<file path="src/rtl/agd_pkg.sv">
package agd_pkg;

    localparam int NUM_FLAGS = 3;

    // Flag bit positions, shared by status, clear and enable registers
    localparam int FLAG_SEC = 0;
    localparam int FLAG_XO  = 1;
    localparam int FLAG_KEY = 2;

    // Register word selects
    localparam logic [1:0] SEL_STAT = 2'd0;
    localparam logic [1:0] SEL_CLR  = 2'd1;
    localparam logic [1:0] SEL_EN   = 2'd2;

    // Window mode that forbids plain data reads
    localparam logic [1:0] MODE_XO = 2'b11;

    typedef logic [NUM_FLAGS-1:0] flag_vec_t;

    typedef struct packed {
        flag_vec_t flags;
        flag_vec_t en;
        logic      irq;
    } flag_state_t;

endpackage

</file>
<file path="src/rtl/agd_region_match.sv">
module agd_region_match #(
    parameter int NUM_RGN = 4,
    parameter int ADDR_W  = 32,
    parameter int IDX_W   = 2
) (
    input  logic [ADDR_W-1:0]         addr_i,
    input  logic [NUM_RGN-1:0]        en_i,
    input  logic [NUM_RGN*ADDR_W-1:0] start_i,
    input  logic [NUM_RGN*ADDR_W-1:0] end_i,
    output logic                      hit_o,
    output logic [IDX_W-1:0]          idx_o,
    output logic [NUM_RGN-1:0]        sel_o
);

    logic [NUM_RGN-1:0] in_rng;

    // One comparator pair per window
    for (genvar g = 0; g < NUM_RGN; g++) begin : g_cmp
        logic [ADDR_W-1:0] lo;
        logic [ADDR_W-1:0] hi;
        assign lo = start_i[g*ADDR_W +: ADDR_W];
        assign hi = end_i[g*ADDR_W +: ADDR_W];
        assign in_rng[g] = en_i[g] && (addr_i >= lo) && (addr_i <= hi);
    end

    // Lowest index wins: scan from the top so the last hit is the lowest
    always_comb begin
        hit_o = 1'b0;
        idx_o = '0;
        for (int i = NUM_RGN - 1; i >= 0; i--) begin
            if (in_rng[i]) begin
                hit_o = 1'b1;
                idx_o = IDX_W'(i);
            end
        end
    end

    // Isolated lowest set bit, a separate path used by the checks
    assign sel_o = in_rng & ~(in_rng - NUM_RGN'(1));

endmodule

</file>
<file path="src/rtl/agd_access_judge.sv">
module agd_access_judge #(
    parameter int CRC_W = 8
) (
    input  logic             valid_i,
    input  logic             write_i,
    input  logic             fetch_i,
    input  logic             enc_mode_i,
    input  logic             hit_i,
    input  logic [1:0]       mode_i,
    input  logic [CRC_W-1:0] crc_i,
    output logic             force_zero_o,
    output logic             xo_set_o,
    output logic             key_set_o
);
    import agd_pkg::*;

    logic rd;
    logic fetch_in_enc;
    logic data_in_xo;
    logic key_bad;

    always_comb begin
        rd           = valid_i && !write_i;
        fetch_in_enc = rd && fetch_i && enc_mode_i;
        data_in_xo   = rd && !fetch_i && hit_i && (mode_i == MODE_XO);
        key_bad      = rd && hit_i && (crc_i == '0);

        xo_set_o     = fetch_in_enc || data_in_xo;
        key_set_o    = key_bad;
        force_zero_o = fetch_in_enc || data_in_xo || key_bad;
    end

endmodule

</file>
<file path="src/rtl/agd_flag_regs.sv">
module agd_flag_regs #(
    parameter int DATA_W = 32
) (
    input  logic                     clk_i,
    input  logic                     rst_ni,
    input  agd_pkg::flag_vec_t       set_i,
    input  logic [1:0]               reg_sel_i,
    input  logic                     reg_wr_i,
    input  agd_pkg::flag_vec_t       reg_wdata_i,
    output logic [DATA_W-1:0]        reg_rdata_o,
    output logic                     irq_o
);
    import agd_pkg::*;

    flag_state_t st_d;
    flag_state_t st_q;
    flag_vec_t   clr_mask;

    always_comb begin
        clr_mask = (reg_wr_i && reg_sel_i == SEL_CLR) ? reg_wdata_i : '0;

        st_d       = st_q;
        // hardware set takes precedence over a same-cycle clear
        st_d.flags = (st_q.flags & ~clr_mask) | set_i;
        if (reg_wr_i && reg_sel_i == SEL_EN) begin
            st_d.en = reg_wdata_i;
        end
        st_d.irq   = |(st_q.flags & st_q.en);
    end

    always_ff @(posedge clk_i or negedge rst_ni) begin
        if (!rst_ni) begin
            st_q <= '0;
        end else begin
            st_q <= st_d;
        end
    end

    always_comb begin
        case (reg_sel_i)
            SEL_STAT: reg_rdata_o = DATA_W'(st_q.flags);
            SEL_EN:   reg_rdata_o = DATA_W'(st_q.en);
            default:  reg_rdata_o = '0;
        endcase
    end

    assign irq_o = st_q.irq;

    // clear register reads as zero
    a_r8_clear_reads_zero: assert property (@(posedge clk_i) disable iff (!rst_ni)
        (reg_sel_i == SEL_CLR) |-> (reg_rdata_o == '0));

    // without set or clear the flags hold
    a_r8_flags_hold: assert property (@(posedge clk_i) disable iff (!rst_ni)
        ((set_i == '0) && !(reg_wr_i && reg_sel_i == SEL_CLR))
        |=> (st_q.flags == $past(st_q.flags)));

    // every bit set by hardware is visible after the edge
    a_r11_set_wins: assert property (@(posedge clk_i) disable iff (!rst_ni)
        (set_i != '0) |=> ((st_q.flags & $past(set_i)) == $past(set_i)));

    // enable write lands as written
    a_r9_en_written: assert property (@(posedge clk_i) disable iff (!rst_ni)
        (reg_wr_i && reg_sel_i == SEL_EN) |=> (st_q.en == $past(reg_wdata_i)));

    // interrupt follows enabled flags one clock later
    a_r10_irq_rise: assert property (@(posedge clk_i) disable iff (!rst_ni)
        ((st_q.flags & st_q.en) != '0) |=> irq_o);

    a_r10_irq_fall: assert property (@(posedge clk_i) disable iff (!rst_ni)
        ((st_q.flags & st_q.en) == '0) |=> !irq_o);

endmodule

</file>
<file path="src/rtl/agd_access_guard.sv">
module agd_access_guard #(
    parameter int NUM_RGN = 4,
    parameter int ADDR_W  = 32,
    parameter int CRC_W   = 8,
    parameter int DATA_W  = 32
) (
    input  logic                       clk_i,
    input  logic                       rst_ni,
    input  logic                       acc_valid_i,
    input  logic [ADDR_W-1:0]          acc_addr_i,
    input  logic                       acc_write_i,
    input  logic                       acc_fetch_i,
    input  logic                       enc_mode_i,
    input  logic                       sec_err_i,
    input  logic [NUM_RGN-1:0]         rgn_en_i,
    input  logic [NUM_RGN*ADDR_W-1:0]  rgn_start_i,
    input  logic [NUM_RGN*ADDR_W-1:0]  rgn_end_i,
    input  logic [NUM_RGN*2-1:0]       rgn_mode_i,
    input  logic [NUM_RGN*CRC_W-1:0]   rgn_crc_i,
    input  logic [1:0]                 reg_sel_i,
    input  logic                       reg_wr_i,
    input  logic [2:0]                 reg_wdata_i,
    output logic [DATA_W-1:0]          reg_rdata_o,
    output logic                       force_zero_o,
    output logic                       irq_o
);
    import agd_pkg::*;

    localparam int IDX_W = (NUM_RGN > 1) ? $clog2(NUM_RGN) : 1;

    logic               hit;
    logic [IDX_W-1:0]   hit_idx;
    logic [NUM_RGN-1:0] hit_sel;
    logic [1:0]         mode_sel;
    logic [CRC_W-1:0]   crc_sel;
    logic               xo_set;
    logic               key_set;
    flag_vec_t          set_vec;

    agd_region_match #(
        .NUM_RGN (NUM_RGN),
        .ADDR_W  (ADDR_W),
        .IDX_W   (IDX_W)
    ) i_match (
        .addr_i  (acc_addr_i),
        .en_i    (rgn_en_i),
        .start_i (rgn_start_i),
        .end_i   (rgn_end_i),
        .hit_o   (hit),
        .idx_o   (hit_idx),
        .sel_o   (hit_sel)
    );

    assign mode_sel = rgn_mode_i[hit_idx*2 +: 2];
    assign crc_sel  = rgn_crc_i[hit_idx*CRC_W +: CRC_W];

    agd_access_judge #(
        .CRC_W (CRC_W)
    ) i_judge (
        .valid_i      (acc_valid_i),
        .write_i      (acc_write_i),
        .fetch_i      (acc_fetch_i),
        .enc_mode_i   (enc_mode_i),
        .hit_i        (hit),
        .mode_i       (mode_sel),
        .crc_i        (crc_sel),
        .force_zero_o (force_zero_o),
        .xo_set_o     (xo_set),
        .key_set_o    (key_set)
    );

    always_comb begin
        set_vec           = '0;
        set_vec[FLAG_SEC] = sec_err_i;
        set_vec[FLAG_XO]  = xo_set;
        set_vec[FLAG_KEY] = key_set;
    end

    agd_flag_regs #(
        .DATA_W (DATA_W)
    ) i_flags (
        .clk_i       (clk_i),
        .rst_ni      (rst_ni),
        .set_i       (set_vec),
        .reg_sel_i   (reg_sel_i),
        .reg_wr_i    (reg_wr_i),
        .reg_wdata_i (reg_wdata_i),
        .reg_rdata_o (reg_rdata_o),
        .irq_o       (irq_o)
    );

    // at most one winner, and it agrees with the chosen index
    a_r1_one_winner: assert property (@(posedge clk_i) disable iff (!rst_ni)
        $onehot0(hit_sel) && (hit == (hit_sel != '0)));

    a_r1_lowest_index: assert property (@(posedge clk_i) disable iff (!rst_ni)
        hit |-> hit_sel[hit_idx]);

    // fetch under encrypt mode is refused
    a_r3_enc_fetch_zero: assert property (@(posedge clk_i) disable iff (!rst_ni)
        (acc_valid_i && acc_fetch_i && !acc_write_i && enc_mode_i) |-> force_zero_o);

    // read of a window with a null checksum is refused
    a_r4_key_zero: assert property (@(posedge clk_i) disable iff (!rst_ni)
        (acc_valid_i && !acc_write_i && hit && crc_sel == '0) |-> force_zero_o);

    // writes are never blocked
    a_r6_write_passes: assert property (@(posedge clk_i) disable iff (!rst_ni)
        (acc_valid_i && acc_write_i) |-> !force_zero_o);

endmodule

</file>
<file path="config.mk">
export PLATFORM = sky130hd
export DESIGN_NAME = agd_access_guard
export DESIGN_NICKNAME = d
export VERILOG_FILES = /design/src/rtl/agd_pkg.sv /design/src/rtl/agd_region_match.sv /design/src/rtl/agd_access_judge.sv /design/src/rtl/agd_flag_regs.sv /design/src/rtl/agd_access_guard.sv
export SDC_FILE = /design/constraint.sdc
export NUM_CORES = 1
export LEC_CHECK = 0
export ABC_AREA = 1
export CAP_MARGIN = 20
export CORE_AREA = 2 2 146 148
export DETAILED_ROUTE_END_ITERATION = 6
export DIE_AREA = 0 0 148 150
export GPL_ROUTABILITY_DRIVEN = 0
export MAX_ROUTING_LAYER = met4
export PLACE_DENSITY = 0.75
export SKIP_LAST_GASP = 1
export SLEW_MARGIN = 25
export SYNTH_ARGS = -nofsm -noshare
export SYNTH_HDL_FRONTEND = slang
export SYNTH_SLANG_ARGS = --single-unit
</file>
<file path="constraint.sdc">
create_clock -name clk_i -period 2.7 [get_ports clk_i]
set_input_delay 0.54 -clock clk_i [delete_from_list [all_inputs] [get_ports clk_i]]
set_output_delay 0.54 -clock clk_i [all_outputs]
set_load 0.03 [all_outputs]
</file>
==> run_summary.xml <==
<?xml version="1.0" encoding="UTF-8"?>
<metrics>
  <group name="grt">
    <metric name="maximum_number_of_pins_on_one_net_before_global_route_repair" unit="">9</metric>
    <metric name="vias_in_the_first_global_route" unit="">10303</metric>
    <metric name="grt_antenna_before_repair" unit="">8</metric>
    <metric name="overflow" unit="">0</metric>
    <metric name="grt_first_pass_wirelength" unit="mm">49.4</metric>
    <metric name="global_route.usage.total" unit="%">28.6</metric>
  </group>
  <group name="min_path">
    <metric name="hold_path.class" unit="">register to register</metric>
    <metric name="worst_hold_path.endpoint" unit="">i_flags.irq_o$_DFF_PN0_</metric>
    <metric name="worstHoldPathCells" unit="">2</metric>
    <metric name="hp-start" unit="">i_flags.st_q[4]$_DFF_PN0_</metric>
  </group>
  <group name="setup_path">
    <metric name="critPathArrivalTime" unit="ns">3.01</metric>
    <metric name="launch_point_of_the_critical_path" unit="">rgn_start_i[87]</metric>
    <metric name="endpoint_kind" unit="">primary output</metric>
    <metric name="worst_path_most_repeated_cell" unit="">sky130_fd_sc_hd__nand2_2</metric>
    <metric name="crit-reg2reg-launch" unit="">i_flags.st_q[5]$_DFF_PN0_</metric>
    <metric name="path_max_fanout" unit="">4</metric>
    <metric name="slowest_stage" unit="">sky130_fd_sc_hd__dlygate4sd2_1</metric>
    <metric name="critical-path-top-delay-family" unit="">simple AND/OR/NAND/NOR gates</metric>
    <metric name="crit_chain" unit="">dlygate4sd2_1 -&gt; inv_1 -&gt; ha_4 -&gt; nand2_2 -&gt; nor2_2 -&gt; nand2_1 -&gt; a21oi_2 -&gt; nor2_2 -&gt; a21boi_2 -&gt; nand2_2 -&gt; nand2_2 -&gt; nand2_4 -&gt; nand2_4 -&gt; nand2_2 -&gt; nand3_2 -&gt; nand2_2 -&gt; nand2_4 -&gt; nand3_4 -&gt; buf_6</metric>
    <metric name="critPathRequiredTime" unit="ns">2.16</metric>
    <metric name="critPathLaunchType" unit="">input pin</metric>
    <metric name="critical_path.max_stage_delay" unit="ns">0.36</metric>
    <metric name="worst-r2r-setup-slack" unit="ns">1.98</metric>
    <metric name="critPathBufInv" unit="">3</metric>
    <metric name="timing_worst_setup_path_type" unit="">input pin to primary output</metric>
    <metric name="regToRegEndpoint" unit="">i_flags.st_q[5]$_DFF_PN0_</metric>
    <metric name="ff2ff_path_depth" unit="">2</metric>
  </group>
  <group name="floorplanning">
    <metric name="initial_utilization" unit="%">37.1</metric>
    <metric name="design.core.area" unit="sq mm">0.0207</metric>
    <metric name="number_of_top_level_pins" unit="">379</metric>
    <metric name="die_x" unit="um">148</metric>
    <metric name="floorplan.die_area" unit="sq mm">0.0222</metric>
    <metric name="site_rows" unit="">53</metric>
    <metric name="fp.dieH" unit="um">150</metric>
  </group>
  <group name="synthesis">
    <metric name="post_synth_num_cell_types" unit="">36</metric>
    <metric name="ys_seq_elements" unit="">7</metric>
    <metric name="synthesis.area" unit="sq mm">0.00768</metric>
    <metric name="syn_inst" unit="">1216</metric>
    <metric name="synthTopCellsByArea" unit="">sky130_fd_sc_hd__ha_1 (42%), sky130_fd_sc_hd__inv_1 (15%), sky130_fd_sc_hd__nand2_1 (13%)</metric>
    <metric name="avgSynthCellArea" unit="sq um">6.32</metric>
    <metric name="synth_top_area_share" unit="%">41.7</metric>
    <metric name="sequential_element_share_of_the_synthesized_area" unit="%">2.28</metric>
    <metric name="ys.warnings.count" unit="">0</metric>
    <metric name="synth_top_area_cell" unit="">sky130_fd_sc_hd__ha_1</metric>
  </group>
  <group name="detailed_routing">
    <metric name="detail_route.first_pass.iterations" unit="">5</metric>
    <metric name="drc" unit="">0</metric>
    <metric name="antenna_left" unit="">0</metric>
    <metric name="drt-total-wl" unit="mm">35.3</metric>
    <metric name="via_per_inst" unit="">5.12</metric>
    <metric name="via_count" unit="">9980</metric>
    <metric name="drt-initial-drc-count" unit="">402</metric>
    <metric name="wire_per_inst" unit="um">18.1</metric>
  </group>
  <group name="cells_and_area">
    <metric name="post-route-util" unit="%">70.8</metric>
    <metric name="syn_to_final_growth" unit="%">90.5</metric>
    <metric name="final_cell_mix" unit="">sky130_fd_sc_hd__inv_1 (198), sky130_fd_sc_hd__nand2_1 (188), sky130_fd_sc_hd__clkdlybuf4s50_1 (145)</metric>
    <metric name="layout-drive-gt1-share" unit="%">33.5</metric>
    <metric name="layout.cells.most_common" unit="">sky130_fd_sc_hd__inv_1</metric>
    <metric name="finish.cell_count_without_fillers" unit="">1950</metric>
    <metric name="final_net_count" unit="">2269</metric>
  </group>
  <group name="timing">
    <metric name="timing.final.crit_share" unit="%">131</metric>
    <metric name="worst_clock_skew" unit="ns">0.000801</metric>
    <metric name="grt_setup_unrepaired" unit="">true</metric>
    <metric name="layout_min_cycle_time" unit="ns">3.55</metric>
    <metric name="setup_viol" unit="">3</metric>
    <metric name="timing.final.ws_setup" unit="ns">-0.847</metric>
    <metric name="fmaxAchievable" unit="GHz">0.282</metric>
    <metric name="finalHoldViolations" unit="">0</metric>
    <metric name="slew_viol_final" unit="">0</metric>
  </group>
  <group name="placed_design">
    <metric name="count_of_buffers_from_port_buffering" unit="">349</metric>
    <metric name="placedCellCount" unit="">1903</metric>
    <metric name="place_hpwl" unit="mm">24.8</metric>
    <metric name="placement.setup.worst_slack" unit="ns">-1.16</metric>
  </group>
  <group name="pwr">
    <metric name="powerDensity" unit="mW/mm^2">190</metric>
    <metric name="power_leakage" unit="nW">7.55</metric>
    <metric name="vdd.ir_drop.worst" unit="mV">0.166</metric>
  </group>
  <group name="clocking">
    <metric name="numCtsBuffers" unit="">3</metric>
    <metric name="root_buffer" unit="">sky130_fd_sc_hd__clkbuf_16</metric>
    <metric name="cts.sinks" unit="">7</metric>
    <metric name="tritoncts" unit="">done</metric>
    <metric name="clock_tree.buffer_depth" unit="">2</metric>
    <metric name="insertion_delay" unit="ns">0.23</metric>
    <metric name="clock_transition_at_the_register_clock_pins_on_the_worst_setup_and_hold_paths_after_cts" unit="ns">0.04</metric>
    <metric name="h-tree-depth" unit="">1</metric>
  </group>
  <group name="run_status">
    <metric name="violations_in_the_final_reports" unit="">negative setup slack</metric>
    <metric name="run_status" unit="">complete, but fails checks</metric>
  </group>
  <group name="run">
    <metric name="drv_cap" unit="">0</metric>
  </group>
</metrics>
-- stage by stage --
step           setup TNS, ns  hold slack [ns]  power (mW)  area [sq um]
2_1_floorplan              0            0.244        1.05          7800
6_report               -1.32            0.521        2.78         14600
3_5_place_dp           -2.31            0.495        1.93         11900
5_1_grt                -1.54            0.543        3.01         14600
3_3_place_gp           -2.15            0.477        1.88         11900
4_1_cts               -0.643            0.522        2.50         13900
-- repair_timing --
action                                 CTS  global route
hold buffers                             0             0
setup buffers                           22            14
setup endpoints to repair                3             3
endpoints found under the hold margin    0             0
pin swaps                              233           114
gates resized for setup                621           155
-- cells by family (layout without fill, tap and decap cells) --
logic type                 Yosys count  in the layout  share of synthesized area, %
and+or+nand+nor                    428            428                          25.1
buffers and inverters              348            771                          18.4
adders and majority gates          256            256                          41.7
AOI/OAI and AO/OA                  176            176                          12.5
DFF                                  7              7                          2.28
other                                1             37                        0.0488
-- where the power goes --
group,switching [mW],internal (mW)
registers,0.0180,0.127
logic,1.21,1.17
clock network,0.0545,0.196
total,1.28,1.50
-- synthesized netlist by cell type (all sizes together) --
master and n:
a21boi 1, a21o 4, a21oi 114, and2 2, buf 29, conb 1
dfrtp 7, ha 256, inv 319, nand2 268, nand3 32, nand3b 2
nand4 24, nor2 81, nor3 8, nor4 11, o211ai 2, o21a 15
o21ai 32, o21bai 7, o31ai 1
-- sequential cells by signal, summed over array words and instances (netlist names) --
| name | cells |
|---|---|
| i_flags.st_q | 6 |
| i_flags.irq_o | 1 |
-- layout make-up --
class                   count  area, sq um
diodes                      8         20.0
well taps                 275          344
multi-input cells         889         8550
flip-flops and latches      7          175
fillers                  1507         6050
inverters                 319         1200
clock buffers               4         78.8
repair buffers            448         4270
-- metal layers --
metal / track usage, % / vias to the layer above / part of all wire [%]
li1: - / 4771 / -
met1: 29.9 / 4589 / 36
met2: 54.5 / 473 / 51
met3: 2.80 / 147 / 6.5
met4: 12.4 / 0 / 6.0
met5: - / - / 0
-- tightest hold or removal path, cell delays in order (launching register included) --
cell and delay [ns]:
sky130_fd_sc_hd__dfrtp_1 0.34, sky130_fd_sc_hd__nand2_1 0.06, sky130_fd_sc_hd__nand3_1 0.08
-- worst max path at each step --
| stage | to | slack [ns] | cells after the start |
|---|---|---|---|
| 2_1_floorplan | force_zero_o | 0.01 | 21 |
| 3_3_place_gp | force_zero_o | -1.10 | 19 |
| 3_5_place_dp | force_zero_o | -1.16 | 19 |
| 4_1_cts | force_zero_o | -0.61 | 18 |
| 5_1_grt | force_zero_o | -0.91 | 19 |
| 6_report | force_zero_o | -0.85 | 19 |
(Power assumes the default switching activity.)
